==> src/rtl/lcp_pkg.sv <==
package lcp_pkg;
  localparam int NPH = 3;

  typedef enum logic [2:0] {
    MODE_MID    = 3'd0,
    MODE_SHIFTA = 3'd1,
    MODE_SHIFTB = 3'd2,
    MODE_SHIFTC = 3'd3,
    MODE_SHIFTD = 3'd4,
    MODE_LOWER  = 3'd5,
    MODE_UPPER  = 3'd6,
    MODE_CURR   = 3'd7
  } lcpMode_e;

  typedef struct packed {
    logic latch;
    logic wantUp;
    logic wantLo;
  } lcpCtl_t;
endpackage

==> src/rtl/lcp_ctrl.sv <==
module lcp_ctrl
  import lcp_pkg::*;
#(
  parameter int AW = 16,
  parameter int IW = 16,
  parameter int CAR_STEPS = 5000,
  localparam int CW = $clog2(CAR_STEPS + 1)
) (
  input  logic                 clk,
  input  logic                 rstN,
  input  logic [2:0]           mode,
  input  logic [AW-1:0]        angle,
  input  logic [AW-1:0]        loadAngle,
  input  logic signed [IW-1:0] curIn [NPH],
  output lcpCtl_t              ctl,
  output logic [CW-1:0]        carrier
);
  localparam logic [AW-1:0] STEP30 = AW'(((2 ** AW) + 6) / 12);
  localparam logic [CW-1:0] TOP = CW'(CAR_STEPS - 1);

  logic rising;
  logic [AW-1:0] shiftVal, theta, triple;
  logic cosUpper;
  logic signed [IW-1:0] curMax, curMin;
  logic signed [IW:0] absMax, absMin, sMax, sMin;
  logic currUpper;

  // triangular carrier
  always_ff @(posedge clk or negedge rstN) begin
    if (!rstN) begin
      carrier <= '0;
      rising  <= 1'b1;
    end else if (rising) begin
      if (carrier == TOP) rising <= 1'b0;
      else                carrier <= carrier + 1'b1;
    end else begin
      if (carrier == '0) rising <= 1'b1;
      else               carrier <= carrier - 1'b1;
    end
  end

  // third-harmonic sign without trigonometry
  always_comb begin
    case (lcpMode_e'(mode))
      MODE_SHIFTA: shiftVal = STEP30;
      MODE_SHIFTC: shiftVal = -STEP30;
      MODE_SHIFTD: shiftVal = -(STEP30 << 1);
      default:     shiftVal = '0;
    endcase
    theta    = angle + loadAngle + shiftVal;
    triple   = theta + (theta << 1);
    cosUpper = (triple[AW-1] == triple[AW-2]);
  end

  // current-magnitude rail choice
  always_comb begin
    curMax = curIn[0];
    curMin = curIn[0];
    for (int k = 1; k < NPH; k++) begin
      if (curIn[k] > curMax) curMax = curIn[k];
      if (curIn[k] < curMin) curMin = curIn[k];
    end
    sMax = curMax;
    sMin = curMin;
    absMax = (sMax < 0) ? -sMax : sMax;
    absMin = (sMin < 0) ? -sMin : sMin;
    currUpper = (absMax >= absMin);
  end

  always_comb begin
    ctl.latch = rising && (carrier == TOP);
    case (lcpMode_e'(mode))
      MODE_MID:   begin ctl.wantUp = 1'b0;      ctl.wantLo = 1'b0;       end
      MODE_LOWER: begin ctl.wantUp = 1'b0;      ctl.wantLo = 1'b1;       end
      MODE_UPPER: begin ctl.wantUp = 1'b1;      ctl.wantLo = 1'b0;       end
      MODE_CURR:  begin ctl.wantUp = currUpper; ctl.wantLo = !currUpper; end
      default:    begin ctl.wantUp = cosUpper;  ctl.wantLo = !cosUpper;  end
    endcase
  end

  p_carrier_bound_r9: assert property (@(posedge clk) disable iff (!rstN)
    carrier <= TOP);
  p_carrier_step_r9: assert property (@(posedge clk) disable iff (!rstN)
    (rising && carrier != TOP) |=> (carrier == $past(carrier) + 1'b1));
  p_one_rail_r6: assert property (@(posedge clk) disable iff (!rstN)
    !(ctl.wantUp && ctl.wantLo));
endmodule

==> src/rtl/lcp_datapath.sv <==
module lcp_datapath
  import lcp_pkg::*;
#(
  parameter int DW = 16,
  parameter int CAR_STEPS = 5000,
  localparam int CW = $clog2(CAR_STEPS + 1),
  localparam int EW = DW + 3,
  localparam int PW = DW + CW + 2
) (
  input  logic                      clk,
  input  logic                      rstN,
  input  lcpCtl_t                   ctl,
  input  logic [CW-1:0]             carrier,
  input  logic signed [DW-1:0]      refIn [NPH],
  input  logic [DW-1:0]             dcLink,
  input  logic [1:0]                target,
  output logic [NPH-1:0][DW-1:0]    modReg,
  output logic [NPH-1:0]            upper
);
  logic [DW-1:0] halfReg;
  logic signed [DW-1:0] vMax, vMin, tRef;
  logic signed [EW-1:0] halfNow, mxE, mnE, midOff, offset;
  logic signed [EW-1:0] sumE [NPH];
  logic [NPH-1:0][DW-1:0] satVal;
  logic tValid, clampUp, clampLo;

  always_comb begin
    vMax = refIn[0];
    vMin = refIn[0];
    for (int k = 1; k < NPH; k++) begin
      if (refIn[k] > vMax) vMax = refIn[k];
      if (refIn[k] < vMin) vMin = refIn[k];
    end
    tValid  = (target != 2'd3);
    tRef    = tValid ? refIn[target] : refIn[0];
    clampUp = tValid && ctl.wantUp && (tRef == vMax);
    clampLo = tValid && ctl.wantLo && (tRef == vMin);
    halfNow = $signed({3'b000, dcLink[DW-1:1]});
    mxE     = vMax;
    mnE     = vMin;
    midOff  = -((mxE + mnE) >>> 1);
    if (clampUp)      offset = halfNow - mxE;
    else if (clampLo) offset = -halfNow - mnE;
    else              offset = midOff;
    for (int k = 0; k < NPH; k++) begin
      sumE[k] = EW'(refIn[k]) + offset;
      if (sumE[k] > halfNow)       satVal[k] = halfNow[DW-1:0];
      else if (sumE[k] < -halfNow) satVal[k] = DW'(-halfNow);
      else                         satVal[k] = sumE[k][DW-1:0];
    end
  end

  always_ff @(posedge clk or negedge rstN) begin
    if (!rstN) begin
      modReg  <= '0;
      halfReg <= '0;
    end else if (ctl.latch) begin
      modReg  <= satVal;
      halfReg <= dcLink >> 1;
    end
  end

  p_hold_between_peaks_r8: assert property (@(posedge clk) disable iff (!rstN)
    !$past(ctl.latch) |-> ($stable(modReg) && $stable(halfReg)));

  for (genvar k = 0; k < NPH; k++) begin : g_leg
    logic [DW:0] shifted;
    logic [PW-1:0] lhs, rhs;
    always_comb begin
      shifted  = DW'(modReg[k]) + {1'b0, halfReg};
      shifted  = $unsigned($signed({modReg[k][DW-1], modReg[k]}) + $signed({1'b0, halfReg}));
      lhs      = PW'(shifted) * PW'(CAR_STEPS);
      rhs      = (PW'(carrier) * PW'(2) + PW'(1)) * PW'(halfReg);
      upper[k] = (lhs > rhs);
    end

    p_range_r1: assert property (@(posedge clk) disable iff (!rstN)
      ($signed(modReg[k]) <= $signed({1'b0, halfReg})) &&
      ($signed(modReg[k]) >= -$signed({1'b0, halfReg})));
    p_rail_high_r10: assert property (@(posedge clk) disable iff (!rstN)
      (halfReg != '0 && $signed(modReg[k]) == $signed({1'b0, halfReg})) |-> upper[k]);
    p_rail_low_r10: assert property (@(posedge clk) disable iff (!rstN)
      ($signed(modReg[k]) == -$signed({1'b0, halfReg})) |-> !upper[k]);
  end
endmodule

==> src/rtl/leg_clamp_pwm.sv <==
module leg_clamp_pwm
  import lcp_pkg::*;
#(
  parameter int DW = 16,
  parameter int AW = 16,
  parameter int IW = 16,
  parameter int CAR_STEPS = 5000,
  localparam int CW = $clog2(CAR_STEPS + 1)
) (
  input  logic                 clk,
  input  logic                 rstN,
  input  logic signed [DW-1:0] refA,
  input  logic signed [DW-1:0] refB,
  input  logic signed [DW-1:0] refC,
  input  logic [DW-1:0]        dcLink,
  input  logic [AW-1:0]        angle,
  input  logic [AW-1:0]        loadAngle,
  input  logic signed [IW-1:0] curA,
  input  logic signed [IW-1:0] curB,
  input  logic signed [IW-1:0] curC,
  input  logic [2:0]           mode,
  input  logic [1:0]           target,
  output logic [CW-1:0]        carrier,
  output logic signed [DW-1:0] modA,
  output logic signed [DW-1:0] modB,
  output logic signed [DW-1:0] modC,
  output logic [2:0]           upperGate,
  output logic [2:0]           lowerGate
);
  lcpCtl_t ctl;
  logic signed [DW-1:0] refArr [NPH];
  logic signed [IW-1:0] curArr [NPH];
  logic [NPH-1:0][DW-1:0] modPk;
  logic [NPH-1:0] upper;

  assign refArr = '{refA, refB, refC};
  assign curArr = '{curA, curB, curC};

  lcp_ctrl #(.AW(AW), .IW(IW), .CAR_STEPS(CAR_STEPS)) u_ctrl (
    .clk(clk), .rstN(rstN), .mode(mode), .angle(angle), .loadAngle(loadAngle),
    .curIn(curArr), .ctl(ctl), .carrier(carrier)
  );

  lcp_datapath #(.DW(DW), .CAR_STEPS(CAR_STEPS)) u_dp (
    .clk(clk), .rstN(rstN), .ctl(ctl), .carrier(carrier), .refIn(refArr),
    .dcLink(dcLink), .target(target), .modReg(modPk), .upper(upper)
  );

  assign modA      = $signed(modPk[0]);
  assign modB      = $signed(modPk[1]);
  assign modC      = $signed(modPk[2]);
  assign upperGate = upper;
  assign lowerGate = ~upper;
endmodule

==> config.mk <==
export PLATFORM = sky130hd
export DESIGN_NAME = leg_clamp_pwm
export DESIGN_NICKNAME = d
export VERILOG_FILES = /design/src/rtl/lcp_pkg.sv /design/src/rtl/lcp_ctrl.sv /design/src/rtl/lcp_datapath.sv /design/src/rtl/leg_clamp_pwm.sv
export SDC_FILE = /design/constraint.sdc
export NUM_CORES = 2
export LEC_CHECK = 0
export BUFFER_PORTS_ARGS = -buffer_cell sky130_fd_sc_hd__buf_4
export CORE_UTILIZATION = 25
export CTS_BUF_LIST = sky130_fd_sc_hd__clkbuf_2
export DETAILED_ROUTE_END_ITERATION = 7
export PLACE_DENSITY = 0.44
export SLEW_MARGIN = 0
export SYNTH_ARGS = -nofsm -noshare
export SYNTH_HDL_FRONTEND = slang
export SYNTH_SLANG_ARGS = --single-unit
==> constraint.sdc <==
create_clock -name clk -period 11.1 [get_ports clk]
set_input_delay 0.555 -clock clk [delete_from_list [all_inputs] [get_ports clk]]
set_output_delay 0.555 -clock clk [all_outputs]
set_load 0.01 [all_outputs]
; After elaboration in Yosys (flattened, before gate mapping)
; Index checks and enable logic that the tools add are counted.
[totals]
regBits = 77
in_bits = 151
out_inout_bits = 67
[op_classes]
n_addsub = 19
mul = 4
order_cmp = 21
eq_ne = 13
n_mux = 30
bitwise = 2
reduce_logical = 10
[op_table]
columns = cell, n
row1 = $mux W16, 17
row2 = $gt A30 B31 Y1, 3
row3 = $mul A17 B10 Y27 const B, 3
row4 = $add A16 B16 Y17, 4
row5 = $gt A16 B16 Y1, 4
row6 = $lt A16 B16 Y1, 4
row7 = $add A16 B19 Y19, 3
row8 = $gt A19 B16 Y1, 3
row9 = $lt A19 B19 Y1, 3
row10 = $add A16 B16 Y16, 3
row11 = $pmux W16 S3, 1
row12 = $mux W13, 3
row13 = $mux W19, 2
row14 = $mux W17, 2
row15 = $neg A16 Y17, 2
row16 = $bmux W16 S2, 1
row17 = $eq A16 B16 Y1, 2
row18 = $lt A16 B1 Y1 const B, 2
row19 = $mul A31 B15 Y31, 1
row20 = $neg A15 Y19, 1
row21 = $neg A16 Y19, 1
row22 = $sub A19 B16 Y19, 1
row23 = $ge A17 B17 Y1, 1
row24 = $sub A16 B16 Y17, 1
row25 = 20 further kinds, 31

; Logic depth before layout (Yosys ltp)
[logic_depth]
depth_word = 17
depth_mapped = 70
mapped_depth_nobuf = 64

; Cells and area by module
; Synthesis repeated with hierarchy kept, for this count alone.
[hier_totals]
hier_cells = 4798
area_unflattened_um2 = 38479.4
[by_module_without_submodules]
columns = module, instances, cells_each, area_each_um2
row1 = lcp_datapath, 1, 4019, 32596.3
row2 = lcp_ctrl, 1, 776, 5871.9
row3 = leg_clamp_pwm, 1, 3, 11.3

; Worst setup path after synthesis
; OpenSTA, ideal clock, no wires.
[synth_timing]
path_kind = input-to-reg
startpoint = input port curA[1]
endpoint = register u_dp.modReg[27] in the netlist's numbering
t_arrival_ps = 13725
t_required_ps = 10969
path_slack_ps = -2757
path_stages = 64
path_buffers = 7
path_cell_list = inv_1 > ha_1 > nor2b_1 > o21a_1 > o21a_1 > o21bai_1 > a21oi_1 > o21ai_0 > and2_1 > clkbuf_1 > clkbuf_1 > clkbuf_1 > nor2_1 > a21oi_1 > ha_1 > nor2b_1 > o21ai_0 > nand2b_1 > [28 not listed] > a21oi_1 > o21bai_1 > a21oi_1 > o21ai_0 > a211oi_1 > o21ai_0 > a311oi_1 > o21ai_0 > o211ai_1 > xnor2_1 > xor2_1 > ha_1 > or4b_2 > o21ai_1 > clkbuf_1 > mux2_2 > nand3_1 > o211ai_1
[synth_via]
elab_chain_cells = 17
elab_cells_between_ends = 28
[synth_rtl]
columns = item, line
row1 = start: declaration, leg_clamp_pwm.sv:18  ; input logic signed [IW-1:0] curA,
row2 = $gt A16 B16 Y1 / $lt A16 B16 Y1 (equally long branches), "lcp_ctrl.sv:60, lcp_ctrl.sv:61"
row3 = $mux W16 (on tied branches), "lcp_ctrl.sv:60, lcp_ctrl.sv:61"
row4 = $gt A16 B16 Y1 / $lt A16 B16 Y1 (equally long branches), "lcp_ctrl.sv:60, lcp_ctrl.sv:61"
row5 = $mux W16 (on tied branches), "lcp_ctrl.sv:60, lcp_ctrl.sv:61"
row6 = $neg A16 Y17 (tied with other cells), lcp_ctrl.sv:65  ; absMax = (sMax < 0) ? -sMax : sMax;
row7 = $mux W17 (on tied branches), "lcp_ctrl.sv:65, lcp_ctrl.sv:66"
row8 = $ge A17 B17 Y1 *, lcp_ctrl.sv:67  ; currUpper = (absMax >= absMin);
row9 = $logic_not A1 Y1, lcp_ctrl.sv:76  ; MODE_CURR: begin ctl.wantUp = currUpper; ctl.wantLo = !currUpper; end
row10 = $pmux W2 S4 *, lcp_ctrl.sv:72  ; case (lcpMode_e'(mode))
row11 = $logic_and A1 B1 Y1 (2 in a row), lcp_datapath.sv:37  ; clampLo = tValid && ctl.wantLo && (tRef == vMin);
row12 = $mux W19, lcp_datapath.sv:43  ; else if (clampLo) offset = -halfNow - mnE;
row13 = $mux W19 *, lcp_datapath.sv:42  ; if (clampUp) offset = halfNow - mxE;
row14 = $add A16 B19 Y19 *, lcp_datapath.sv:46  ; sumE[k] = EW'(refIn[k]) + offset;
row15 = $lt A19 B19 Y1, lcp_datapath.sv:48  ; else if (sumE[k] < -halfNow) satVal[k] = DW'(-halfNow);
row16 = $mux W16, lcp_datapath.sv:48
row17 = $mux W16 *, lcp_datapath.sv:47  ; if (sumE[k] > halfNow) satVal[k] = halfNow[DW-1:0];
row18 = end signal: assignment, lcp_datapath.sv:58  ; modReg <= satVal;
row19 = end: declaration, lcp_datapath.sv:17  ; output logic [NPH-1:0][DW-1:0] modReg,
; Mark *: on every way between the ends. The rest lies on a longest branch, timed or not.
; A chain may end at the register's enable or synchronous reset.

; Final worst setup path
[layout_timing]
startpoint = input port curA[5]
endpoint = register u_dp.modReg[45] in the netlist's numbering
; Same word-level chain as after synthesis.

==> impl_metrics.env <==
export IMPL_worstSetupEndpoint="u_dp.modReg[45]$_DFFE_PN0P_"
export IMPL_run_status="completed"
export IMPL_clock_latency_ps=650
export IMPL_timing_final_setup_violations=0
export IMPL_yosysTopAreaCell="ha_1"
export IMPL_worst_ir_drop_vdd_uv=365
export IMPL_worst_r2r_path_depth=16
export IMPL_worst_r2r_endpoint="u_ctrl.carrier[12]$_DFFE_PN0P_"
export IMPL_yosys_top_cells_area="ha_1, fa_1, inv_1"
export IMPL_global_route_overflow_total=0
export IMPL_postSynth_asyncResetShare_pct=100
export IMPL_drt_pre_antenna_iters=7
export IMPL_design_die_area_um2=156000
export IMPL_power_per_cell_area_nw_per_um2=360
export IMPL_postSynthRegisterBits=77
export IMPL_final_setup_tns_ps=0
export IMPL_antenna_violations_before_repair=8
export IMPL_die_w_um=396
export IMPL_timing_reg2reg_setup_slack_ps=7540
export IMPL_io_pins=218
export IMPL_timing_setup_critical_path_class="in -> reg"
export IMPL_drive_gt1_share_pct=21.7
export IMPL_cts_sinks=77
export IMPL_route_antenna_remaining_nets=0
export IMPL_max_freq_ghz=0.0904
export IMPL_total_power_mw=17.8
export IMPL_critical_path_arrival_ps=11660
export IMPL_synth_top_cells_by_count="ha_1, inv_1, nand2_1"
export IMPL_area_growth_pct=27.9
export IMPL_cts_tree="yes"
export IMPL_critPathMostFrequentCell="a21o_1"
export IMPL_postLayoutCoreUtil_pct=32.2
export IMPL_grt_pass1_wl_mm=227
export IMPL_cp_end_kind="register"
export IMPL_slowest_delay_ps=540
export IMPL_routed_wirelength_mm=152
export IMPL_post_synth_top_count_cell="ha_1"
export IMPL_slowest_stage="or4_4"
export IMPL_cp_required_ps=11690
export IMPL_worst_clock_skew_ps=35.2
export IMPL_core_rowCount=144
export IMPL_dr_total_vias=37500
export IMPL_start_kind="input pin"
export IMPL_worst_r2r_startpoint="u_ctrl.rising$_DFF_PN1_"
export IMPL_dp_hpwl_mm=130
export IMPL_report_final_slew_viol_count=0
export IMPL_grt_pass1_vias=37600
export IMPL_synth_fp_nets=6131
export IMPL_power_static_leakage_nw=25.1
export IMPL_postSynthCellCount=4884
export IMPL_yosysWarningCount=0
export IMPL_grt_use_total_pct=18.8
export IMPL_synth_avg_cell_area_um2=7.93
export IMPL_hp_class="in -> reg"
export IMPL_area_share_of_the_largest_cell_type_after_synthesis_pct=25.9
export IMPL_route_detailed_wl_per_inst_um=19.6
export IMPL_synth_enable_flop_cells=0
export IMPL_cts_buffer_depth=2
export IMPL_path_max_fanout=8
export IMPL_pin_count_of_the_biggest_net_entering_global_routing=76
export IMPL_layout_nets=6949
export IMPL_clk_transition_reported_paths_ps=260
export IMPL_seq_area_um2=1940
export IMPL_initial_utilization_pct=25.2
export IMPL_filler_cell_count=16500
export IMPL_drc=0
export IMPL_synth_ff_type="dfrtp_1"
export IMPL_fp_coreArea_um2=154000
export IMPL_timing_hold_violations_final=0
export IMPL_port_buffers=216
export IMPL_seq_area_frac_synth_pct=4.98
export IMPL_rsz0062_at_grt="true"
export IMPL_vias_per_cell=4.84
export IMPL_startpoint_of_the_worst_setup_timing_path="curA[5]"
export IMPL_cts_root_cell="clkbuf_2"
export IMPL_slew_at_the_pin_with_the_worst_max_slew_slack_ps=1060
export IMPL_number_of_maximum_capacitance_constraint_violations=0
export IMPL_preCtsSetupSlack_ps=-1020
export IMPL_mappedNetlistArea_um2=38700
export IMPL_die_height_um=396
export IMPL_final_period_demand_of_the_worst_path_ps=11070
export IMPL_drt_iter0_drc=1969
export IMPL_tritoncts_num_buffers=9
export IMPL_h_tree_depth=3
export IMPL_ys_types=97
export IMPL_multi_input_gate_area_in_the_final_layout_um2=34700
export IMPL_place_congestion=0.908
export IMPL_maxSlewHeadroom_pct=29.2
export IMPL_post_route_period_util_pct=99.7
export IMPL_setup_ws_ps=32.3
-- placed cells by master, fill, tap and decap left out, types with 83 or more instances in the layout --
master   instances
nand3_1         85
nand2_1        392
inv_1          779
mux2i_1         83
ha_1           786
buf_4          886
and2_1          97
nor2_1         265
o21ai_0        171
xnor2_1        226
fa_1           292
nor3_1          84
a21o_1         104
a21oi_1        292
-- state kept, by name (all words and copies together), names as in the netlist --
signal,cells
u_dp.halfReg,15
u_dp.modReg,48
u_ctrl.carrier,13
u_ctrl.rising,1
-- routing by layer --
layer  GRT usage [%]  up-vias  share of wire, %
met4            5.29        2               3.1
met5               0        -             0.013
li1                -    18400                 -
met2            31.8      811                47
met3           0.929      171               3.5
met1            25.7    18100                47
-- worst max-delay path, delay by kind of cell --
kind / cells / cell delay, ps
adders and majority gates: 6 / 1600
buffers and inverters: 10 / 1360
and+or+nand+nor: 12 / 2430
xor gates and xnor gates: 2 / 290
AOI/OAI and AO/OA: 31 / 4880
muxes: 2 / 550
-- kinds of logic after synthesis --
kind of cell | Yosys count | share of synthesized area, %
simple gates | 1261 | 15.7
xor+xnor | 302 | 6.87
mux | 160 | 4.39
fa+ha+maj | 1096 | 41.1
buf+inv | 901 | 8.88
flops | 77 | 4.98
other cells | 2 | 0.0194
compound gates | 1085 | 18.1
-- repair_timing --
| action | in CTS | in global routing |
|---|---|---|
| resized for setup | 13 | 205 |
| hold buffers | 1 | 0 |
| setup buffers | 1 | 37 |
| gates cloned | 0 | 9 |
| endpoints found under the setup margin | 48 | 54 |
| pin swaps | 3 | 105 |
| hold endpoints to repair | 14 | 0 |
-- metrics by stage --
stage	instance area (µm²)	hold slack, ps	instances
detailed placement	48000	432	7688
finish	49500	234	7752
CTS	48100	156	7706
global placement	48000	434	7688
global route	49500	213	7752
floorplan	39300	259	4884
-- power by group --
| part | internal, mW | switching (mW) |
|---|---|---|
| clock network | 0.0319 | 0.121 |
| registers | 0.288 | 0.0263 |
| logic | 8.77 | 8.61 |
-- worst min path at each step --
stage / from / end / slack (ps) / cells past startpoint
6_report: dcLink[3] / u_dp.modReg[34]$_DFFE_PN0P_ / 230 / 3
5_1_grt: dcLink[3] / u_dp.modReg[34]$_DFFE_PN0P_ / 210 / 3
4_1_cts: dcLink[1] / u_dp.modReg[0]$_DFFE_PN0P_ / 160 / 3
3_5_place_dp: rstN / u_ctrl.carrier[3]$_DFFE_PN0P_ / 430 / 1
3_3_place_gp: rstN / u_ctrl.carrier[4]$_DFFE_PN0P_ / 430 / 1
2_1_floorplan: rstN / u_ctrl.carrier[0]$_DFFE_PN0P_ / 260 / 0
-- area by class of cell --
cell class              count  share of cell area, %
diodes                      1                0.00505
clock buffers              10                  0.101
repair buffers            924                   14.7
flip-flops and latches     77                   3.92
inverters                 784                   5.96
well taps                2044                   5.16
clock inverters             6                 0.0934
multi-input cells        3906                   70.0
Note: power is estimated with default switching activity, not from simulation.
